## src/rtl/tiny_cpu_pkg.sv

```systemverilog
package tiny_cpu_pkg;
  localparam int unsigned WORD_W  = 16;
  localparam int unsigned OP_W    = 4;
  localparam int unsigned REG_W   = 4;
  localparam int unsigned FIELD_W = 8;
  localparam int unsigned NREGS   = 1 << REG_W;

  typedef enum logic [3:0] {
    OP_LOAD   = 4'h0,
    OP_STORE  = 4'h1,
    OP_STIND  = 4'h2,
    OP_IMM    = 4'h3,
    OP_ADD    = 4'h4,
    OP_SUB    = 4'h5,
    OP_JZ     = 4'h6
  } opcode_e;

  typedef enum logic [1:0] {
    RF_SRC_ALU = 2'b00,
    RF_SRC_MEM = 2'b01,
    RF_SRC_IMM = 2'b10
  } rf_src_e;

  typedef enum logic [1:0] {
    ADDR_RF  = 2'b00,
    ADDR_DIR = 2'b01,
    ADDR_PC  = 2'b10
  } addr_sel_e;

  typedef enum logic [1:0] {
    ALU_ADD  = 2'b00,
    ALU_SUB  = 2'b01,
    ALU_PASS = 2'b10
  } alu_sel_e;

  typedef enum logic [3:0] {
    ST_RESET, ST_FETCH_A, ST_FETCH_B, ST_DECODE,
    ST_LOAD_A, ST_LOAD_B, ST_STORE, ST_STIND,
    ST_IMM, ST_ADD, ST_SUB, ST_JZ, ST_HALT
  } state_e;

  typedef struct packed {
    logic      ir_ld;
    logic      pc_clr;
    logic      pc_inc;
    logic      pc_ld;
    logic      mem_rd;
    logic      mem_wr;
    addr_sel_e addr_sel;
    rf_src_e   rf_src;
    logic      rf_we;
    logic      rf_r1_en;
    logic      rf_r2_en;
    alu_sel_e  alu_sel;
    logic      wd_from_r2;
  } ctrl_t;
endpackage

```

## src/rtl/tiny_cpu_alu.sv

```systemverilog
module tiny_cpu_alu
  import tiny_cpu_pkg::*;
#(
  parameter int unsigned W = 16
) (
  input  logic [W-1:0] a_i,
  input  logic [W-1:0] b_i,
  input  alu_sel_e     sel_i,
  output logic [W-1:0] y_o,
  output logic         zero_o
);
  always_comb begin
    unique case (sel_i)
      ALU_ADD: y_o = a_i + b_i;
      ALU_SUB: y_o = a_i - b_i;
      default: y_o = a_i;
    endcase
  end
  assign zero_o = (y_o == '0);
endmodule

```

## src/rtl/tiny_cpu_rf.sv

```systemverilog
module tiny_cpu_rf #(
  parameter int unsigned W     = 16,
  parameter int unsigned DEPTH = 16,
  localparam int unsigned AW   = $clog2(DEPTH)
) (
  input  logic          clk_i,
  input  logic [AW-1:0] r1_addr_i,
  input  logic          r1_en_i,
  output logic [W-1:0]  r1_data_o,
  input  logic [AW-1:0] r2_addr_i,
  input  logic          r2_en_i,
  output logic [W-1:0]  r2_data_o,
  input  logic [AW-1:0] w_addr_i,
  input  logic          w_en_i,
  input  logic [W-1:0]  w_data_i
);
  logic [W-1:0] regs_q [DEPTH];

  always_ff @(posedge clk_i) begin
    if (w_en_i) regs_q[w_addr_i] <= w_data_i;
  end

  assign r1_data_o = r1_en_i ? regs_q[r1_addr_i] : '0;
  assign r2_data_o = r2_en_i ? regs_q[r2_addr_i] : '0;
endmodule

```

## src/rtl/tiny_cpu_ctrl.sv

```systemverilog
module tiny_cpu_ctrl
  import tiny_cpu_pkg::*;
(
  input  logic            clk_i,
  input  logic            rst_ni,
  input  logic [OP_W-1:0] opcode_i,
  input  logic            alu_zero_i,
  output ctrl_t           ctrl_o,
  output logic            halted_o
);
  state_e state_q, state_d;

  always_ff @(posedge clk_i or negedge rst_ni) begin
    if (!rst_ni) state_q <= ST_RESET;
    else         state_q <= state_d;
  end

  always_comb begin
    state_d = state_q;
    unique case (state_q)
      ST_RESET:   state_d = ST_FETCH_A;
      ST_FETCH_A: state_d = ST_FETCH_B;
      ST_FETCH_B: state_d = ST_DECODE;
      ST_DECODE: begin
        unique case (opcode_i)
          OP_LOAD:  state_d = ST_LOAD_A;
          OP_STORE: state_d = ST_STORE;
          OP_STIND: state_d = ST_STIND;
          OP_IMM:   state_d = ST_IMM;
          OP_ADD:   state_d = ST_ADD;
          OP_SUB:   state_d = ST_SUB;
          OP_JZ:    state_d = ST_JZ;
          default:  state_d = ST_HALT;
        endcase
      end
      ST_LOAD_A:  state_d = ST_LOAD_B;
      ST_HALT:    state_d = ST_HALT;
      default:    state_d = ST_FETCH_A;
    endcase
  end

  always_comb begin
    ctrl_o          = '0;
    ctrl_o.addr_sel = ADDR_PC;
    ctrl_o.rf_src   = RF_SRC_ALU;
    ctrl_o.alu_sel  = ALU_PASS;
    unique case (state_q)
      ST_RESET: ctrl_o.pc_clr = 1'b1;
      ST_FETCH_A: ctrl_o.mem_rd = 1'b1;
      ST_FETCH_B: begin
        ctrl_o.mem_rd = 1'b1;
        ctrl_o.ir_ld  = 1'b1;
        ctrl_o.pc_inc = 1'b1;
      end
      ST_LOAD_A: begin
        ctrl_o.mem_rd   = 1'b1;
        ctrl_o.addr_sel = ADDR_DIR;
      end
      ST_LOAD_B: begin
        ctrl_o.mem_rd   = 1'b1;
        ctrl_o.addr_sel = ADDR_DIR;
        ctrl_o.rf_we    = 1'b1;
        ctrl_o.rf_src   = RF_SRC_MEM;
      end
      ST_STORE: begin
        ctrl_o.mem_wr   = 1'b1;
        ctrl_o.addr_sel = ADDR_DIR;
        ctrl_o.rf_r1_en = 1'b1;
      end
      ST_STIND: begin
        ctrl_o.mem_wr     = 1'b1;
        ctrl_o.addr_sel   = ADDR_RF;
        ctrl_o.rf_r1_en   = 1'b1;
        ctrl_o.rf_r2_en   = 1'b1;
        ctrl_o.wd_from_r2 = 1'b1;
      end
      ST_IMM: begin
        ctrl_o.rf_we  = 1'b1;
        ctrl_o.rf_src = RF_SRC_IMM;
      end
      ST_ADD, ST_SUB: begin
        ctrl_o.rf_we    = 1'b1;
        ctrl_o.rf_r1_en = 1'b1;
        ctrl_o.rf_r2_en = 1'b1;
        ctrl_o.alu_sel  = (state_q == ST_ADD) ? ALU_ADD : ALU_SUB;
      end
      ST_JZ: begin
        ctrl_o.rf_r1_en = 1'b1;
        ctrl_o.pc_ld    = alu_zero_i;
      end
      default: ;
    endcase
  end

  assign halted_o = (state_q == ST_HALT);
endmodule

```

## src/rtl/tiny_cpu.sv

```systemverilog
module tiny_cpu
  import tiny_cpu_pkg::*;
#(
  parameter int unsigned DATA_W = WORD_W
) (
  input  logic              clk_i,
  input  logic              rst_ni,
  output logic [DATA_W-1:0] mem_addr_o,
  output logic              mem_rd_o,
  output logic              mem_wr_o,
  output logic [DATA_W-1:0] mem_wdata_o,
  input  logic [DATA_W-1:0] mem_rdata_i,
  output logic              halted_o
);
  localparam int unsigned EXT_W = DATA_W - FIELD_W;

  ctrl_t              ctrl;
  logic [DATA_W-1:0]  pc_q, ir_q;
  logic [DATA_W-1:0]  r1_data, r2_data, alu_y, rf_wdata;
  logic               alu_zero, pc_inc;
  logic [OP_W-1:0]    f_op;
  logic [REG_W-1:0]   f_rn, f_rm;
  logic [FIELD_W-1:0] f_lit;
  logic [DATA_W-1:0]  lit_zx, lit_sx;

  // R3 field positions
  assign f_op   = ir_q[DATA_W-1 -: OP_W];
  assign f_rn   = ir_q[DATA_W-OP_W-1 -: REG_W];
  assign f_rm   = ir_q[FIELD_W-1 -: REG_W];
  assign f_lit  = ir_q[FIELD_W-1:0];
  assign lit_zx = {{EXT_W{1'b0}}, f_lit};
  assign lit_sx = {{EXT_W{f_lit[FIELD_W-1]}}, f_lit};
  assign pc_inc = ctrl.pc_inc;

  tiny_cpu_ctrl u_ctrl (
    .clk_i      (clk_i),
    .rst_ni     (rst_ni),
    .opcode_i   (f_op),
    .alu_zero_i (alu_zero),
    .ctrl_o     (ctrl),
    .halted_o   (halted_o)
  );

  always_ff @(posedge clk_i or negedge rst_ni) begin
    if (!rst_ni) begin
      pc_q <= '0;
      ir_q <= '0;
    end else begin
      if (ctrl.ir_ld) ir_q <= mem_rdata_i;
      if (ctrl.pc_clr)     pc_q <= '0;
      else if (ctrl.pc_ld) pc_q <= pc_q + lit_sx;
      else if (ctrl.pc_inc) pc_q <= pc_q + 1'b1;
    end
  end

  tiny_cpu_rf #(.W(DATA_W), .DEPTH(NREGS)) u_rf (
    .clk_i     (clk_i),
    .r1_addr_i (f_rn),
    .r1_en_i   (ctrl.rf_r1_en),
    .r1_data_o (r1_data),
    .r2_addr_i (f_rm),
    .r2_en_i   (ctrl.rf_r2_en),
    .r2_data_o (r2_data),
    .w_addr_i  (f_rn),
    .w_en_i    (ctrl.rf_we),
    .w_data_i  (rf_wdata)
  );

  tiny_cpu_alu #(.W(DATA_W)) u_alu (
    .a_i    (r1_data),
    .b_i    (r2_data),
    .sel_i  (ctrl.alu_sel),
    .y_o    (alu_y),
    .zero_o (alu_zero)
  );

  always_comb begin
    unique case (ctrl.rf_src)
      RF_SRC_MEM: rf_wdata = mem_rdata_i;
      RF_SRC_IMM: rf_wdata = lit_zx;
      default:    rf_wdata = alu_y;
    endcase
  end

  always_comb begin
    unique case (ctrl.addr_sel)
      ADDR_DIR: mem_addr_o = lit_zx;
      ADDR_RF:  mem_addr_o = r1_data;
      default:  mem_addr_o = pc_q;
    endcase
  end

  assign mem_wdata_o = ctrl.wd_from_r2 ? r2_data : r1_data;
  assign mem_rd_o    = ctrl.mem_rd;
  assign mem_wr_o    = ctrl.mem_wr;
endmodule

```

## config.mk

```make
export PLATFORM = sky130hd
export DESIGN_NAME = tiny_cpu
export DESIGN_NICKNAME = d
export VERILOG_FILES = /design/src/rtl/tiny_cpu_pkg.sv /design/src/rtl/tiny_cpu_alu.sv /design/src/rtl/tiny_cpu_rf.sv /design/src/rtl/tiny_cpu_ctrl.sv /design/src/rtl/tiny_cpu.sv
export SDC_FILE = /design/constraint.sdc
export NUM_CORES = 1
export LEC_CHECK = 0
export ABC_AREA = 0
export BUFFER_PORTS_ARGS = -buffer_cell sky130_fd_sc_hd__buf_2
export CORE_MARGIN = 4
export CORE_UTILIZATION = 55
export DETAILED_ROUTE_END_ITERATION = 6
export PLACE_DENSITY_LB_ADDON = 0.05
export SETUP_SLACK_MARGIN = 0.2
export SLEW_MARGIN = 20
export SYNTH_ARGS = -nofsm -noshare
export SYNTH_HDL_FRONTEND = slang
export SYNTH_SLANG_ARGS = --single-unit
```

## constraint.sdc

```tcl
create_clock -name clk_i -period 7.6 [get_ports clk_i]
set_clock_uncertainty 0.15 [all_clocks]
set_input_delay 0.76 -clock clk_i [delete_from_list [all_inputs] [get_ports clk_i]]
set_output_delay 0.76 -clock clk_i [all_outputs]
set_load 0.05 [all_outputs]
```

==> flow_summary.ini <==
[setup_path]
path_delay_family = compound AO/OA/AOI/OAI gates
reg2reg_from = ir_q[4]
slowest_stage = dfrtp_4
crit_path_end_kind = register
r2r_cells = 31
timing.critical_path.arrival_ns = 7.64
critPathMaxStageDelay_ns = 0.51
r2r_slack_ns = 0.34
cp.required_ns = 7.99
critPathLaunchType = register
path_class = reg -> reg
crit_path_max_fanout = 4
r2r-end = pc_q[15]
cp.buffers_inverters = 2

[sta]
worst_pin_slew_ns = 1.118
setup-tns-final_ns = 0
maxSlewViolCount = 0
hold_viol_final = 0
rsz0062_at_grt = yes
fmaxAchievable_ghz = 0.1378
final-setup-viol-count = 0
timing.slew.headroom_pct = 25.49
fin_crit_ns = 7.255
finalCritPeriodShare_pct = 95.46

[route]
met1_length_mm = 19.46
top_layer_used = met4
vias = 11900
ant_nets = 0
vias_per_cell = 6.635
routed-wl-met2_mm = 23.70
drtIter0Drc = 1354
wl_per_cell_um = 27.83
drtPass1Iterations = 5
routed_wl_mm = 49.90
routed-wl-met3_mm = 4.802
post-route-drc-count = 0

[die]
fp.dieArea_sq_mm = 0.03289
die_w_um = 181.4
rows = 63
die_h_um = 181.4
num_io_pins = 53
start_util_pct = 55.77
coreArea_sq_mm = 0.02964

[power]
totalPowerFinal_mw = 10.83
p_per_area_mw_per_mm2 = 539.1
vdd_drop_max_v = 0.0002834
p_leak_nw = 7.471

[clock_tree]
clk_pin_slew_ns = 0.07
cts_tree = built
clk_latency_ns = 0.60
cts_root_buf = clkbuf_16
cts_max_path_buffers = 3
h-tree-depth = 1
holdBufCountCts = 0
cts_num_sinks = 292
cts_buffers = 31

[synth]
synth_ff_type = edfxtp_1
synthMuxAreaShare_pct = 21.87
synth_adder_area_share_pct = 2.740
synth.yosys.seq_area_share_pct = 51.96
ys_ff_latch = 292
synth_edf_count = 256
synth-compound-area-share_pct = 10.66
yosys_warnings = 0
synth_fp_nets = 1209
synth-simple-area-share_pct = 8.077
synth_xor_area_share_pct = 1.590
synth_cell_type_count = 73
synth.avg_cell_area_sq_um = 14.30
synth_top_family_by_area = multiplexers
syn_inst = 1156
synth_area_sq_mm = 0.01653
async_reset_ff_share_pct = 12.33

[global_routing]
grt_use_total_pct = 30.10
grt_pass1_vias = 11660
grt_pass1_wl_mm = 74.20
grt_max_degree = 48
antenna_found_initial = 0
grt_overflow = 0

[cells_and_area]
nNetsFinal = 1431
syn_to_final_growth_pct = 21.55
final_core_util_pct = 67.79
ff_latch_area_sq_mm = 0.008601
drive_gt1_share_pct = 38.99
diodes = 0
fill_cells = 2154
design_area_sq_mm = 0.02009
final_cells = 1793
multi_input_comb_area_sq_mm = 0.007880

[placement]
placed_cells = 1714
place_area_sq_mm = 0.01857
gp_congestion = 0.9546
hpwl_mm = 34.58
port_buffers = 52

[flow_run]
maxCapViolCount = 0

[worst_hold_path]
hold_class = in -> async

[run_status]
status = complete, no violations
==> report_power, final <==
group          leakage, nW  internal (mW)  switching [mW]
Clock                0.480          0.854           0.642
Sequential            2.81           2.29           0.167
Combinational         4.18           3.11            3.77
==> cell families (layout without fill, tap and decap cells) <==
group,count (synthesis),after routing
DFF,292,292
and+or+nand+nor,274,274
AOI/OAI and AO/OA,250,250
muxes,172,172
buffers and inverters,103,350
adders and majority gates,35,35
xor gates and xnor gates,30,30
==> what timing repair did <==
item                                    in CTS  in global routing
endpoints found under the setup margin       6                  7
resized for setup                           37                 42
setup buffers                               14                  7
pin swaps                                   29                 13
==> cell type report <==
class                   instances  share of cell area, %
multi-input cells             761                  39.22
inverters                      22                 0.4110
well taps                     390                  2.429
clock inverters                20                 0.9652
repair buffers                270                  10.18
flip-flops and latches        292                  42.81
clock buffers                  38                  3.992
==> metrics by stage <==
stage	hold WS, ns	setup slack [ns]
after floorplan	0.3144	0.2026
after global placement	0.3888	-0.2844
after detailed placement	0.3977	-0.3593
after CTS	0.1774	0.1835
after global routing	0.2266	0.006877
final	0.1742	0.3447
==> cells in the final DEF, fill, tap and decap left out, types with 9 or more instances in the layout <==
cell and count:
o21ai_0 50, buf_4 203, nor3_1 14, mux2i_1 11, buf_2 52, nor2_1 44
xnor2_1 18, nand3_1 19, edfxtp_1 256, a21oi_1 35, a22oi_1 17, buf_12 10
xor2_1 11, nor2b_1 14, nand2_1 99, inv_1 22, a31oi_1 9, mux2_2 17
ha_1 28, mux4_2 121, a21oi_2 10, a32o_1 14, dfrtp_1 32, mux4_1 22
clkbuf_16 31, a22o_1 15, o21a_1 11
==> metal layers <==
| layer | global-route usage, % | vias up |
|---|---|---|
| met5 | 0 | - |
| met4 | 9.907 | 0 |
| met3 | 6.583 | 115 |
| met2 | 48.04 | 626 |
| met1 | 41.79 | 6007 |
| li1 | - | 5148 |
==> worst max path at each step <==
stage | from | to | slack [ns] | depth (start not counted)
4_1_cts | ir_q[4] | pc_q[10] | 0.18 | 32
2_1_floorplan | ir_q[4] | pc_q[14] | 0.20 | 38
6_report | ir_q[4] | pc_q[15] | 0.34 | 31
5_1_grt | ir_q[4] | pc_q[15] | 0.007 | 32
3_3_place_gp | ir_q[4] | pc_q[14] | -0.28 | 29
3_5_place_dp | ir_q[4] | pc_q[14] | -0.36 | 29
==> cell usage after synthesis, drive strengths merged, types with 17 or more instances <==
cell type,number,area (sq um)
edfxtp,256,7687
mux4,143,3303
nand2,103,389.1
o21ai,61,305.3
nor2,57,214.0
clkbuf,47,176.4
a21oi,45,225.2
dfrtp,36,900.9
buf,34,255.2
ha,33,412.9
inv,22,82.58
nor3,21,110.1
a22oi,20,150.1
nand3,19,95.09
xnor2,19,166.4
mux2,17,191.4
==> sequential cells by signal (all words and copies together), names as in the netlist <==
signal          cells
pc_q               16
ir_q               16
u_rf.regs_q       256
u_ctrl.state_q      4
(Power assumes the default switching activity.)
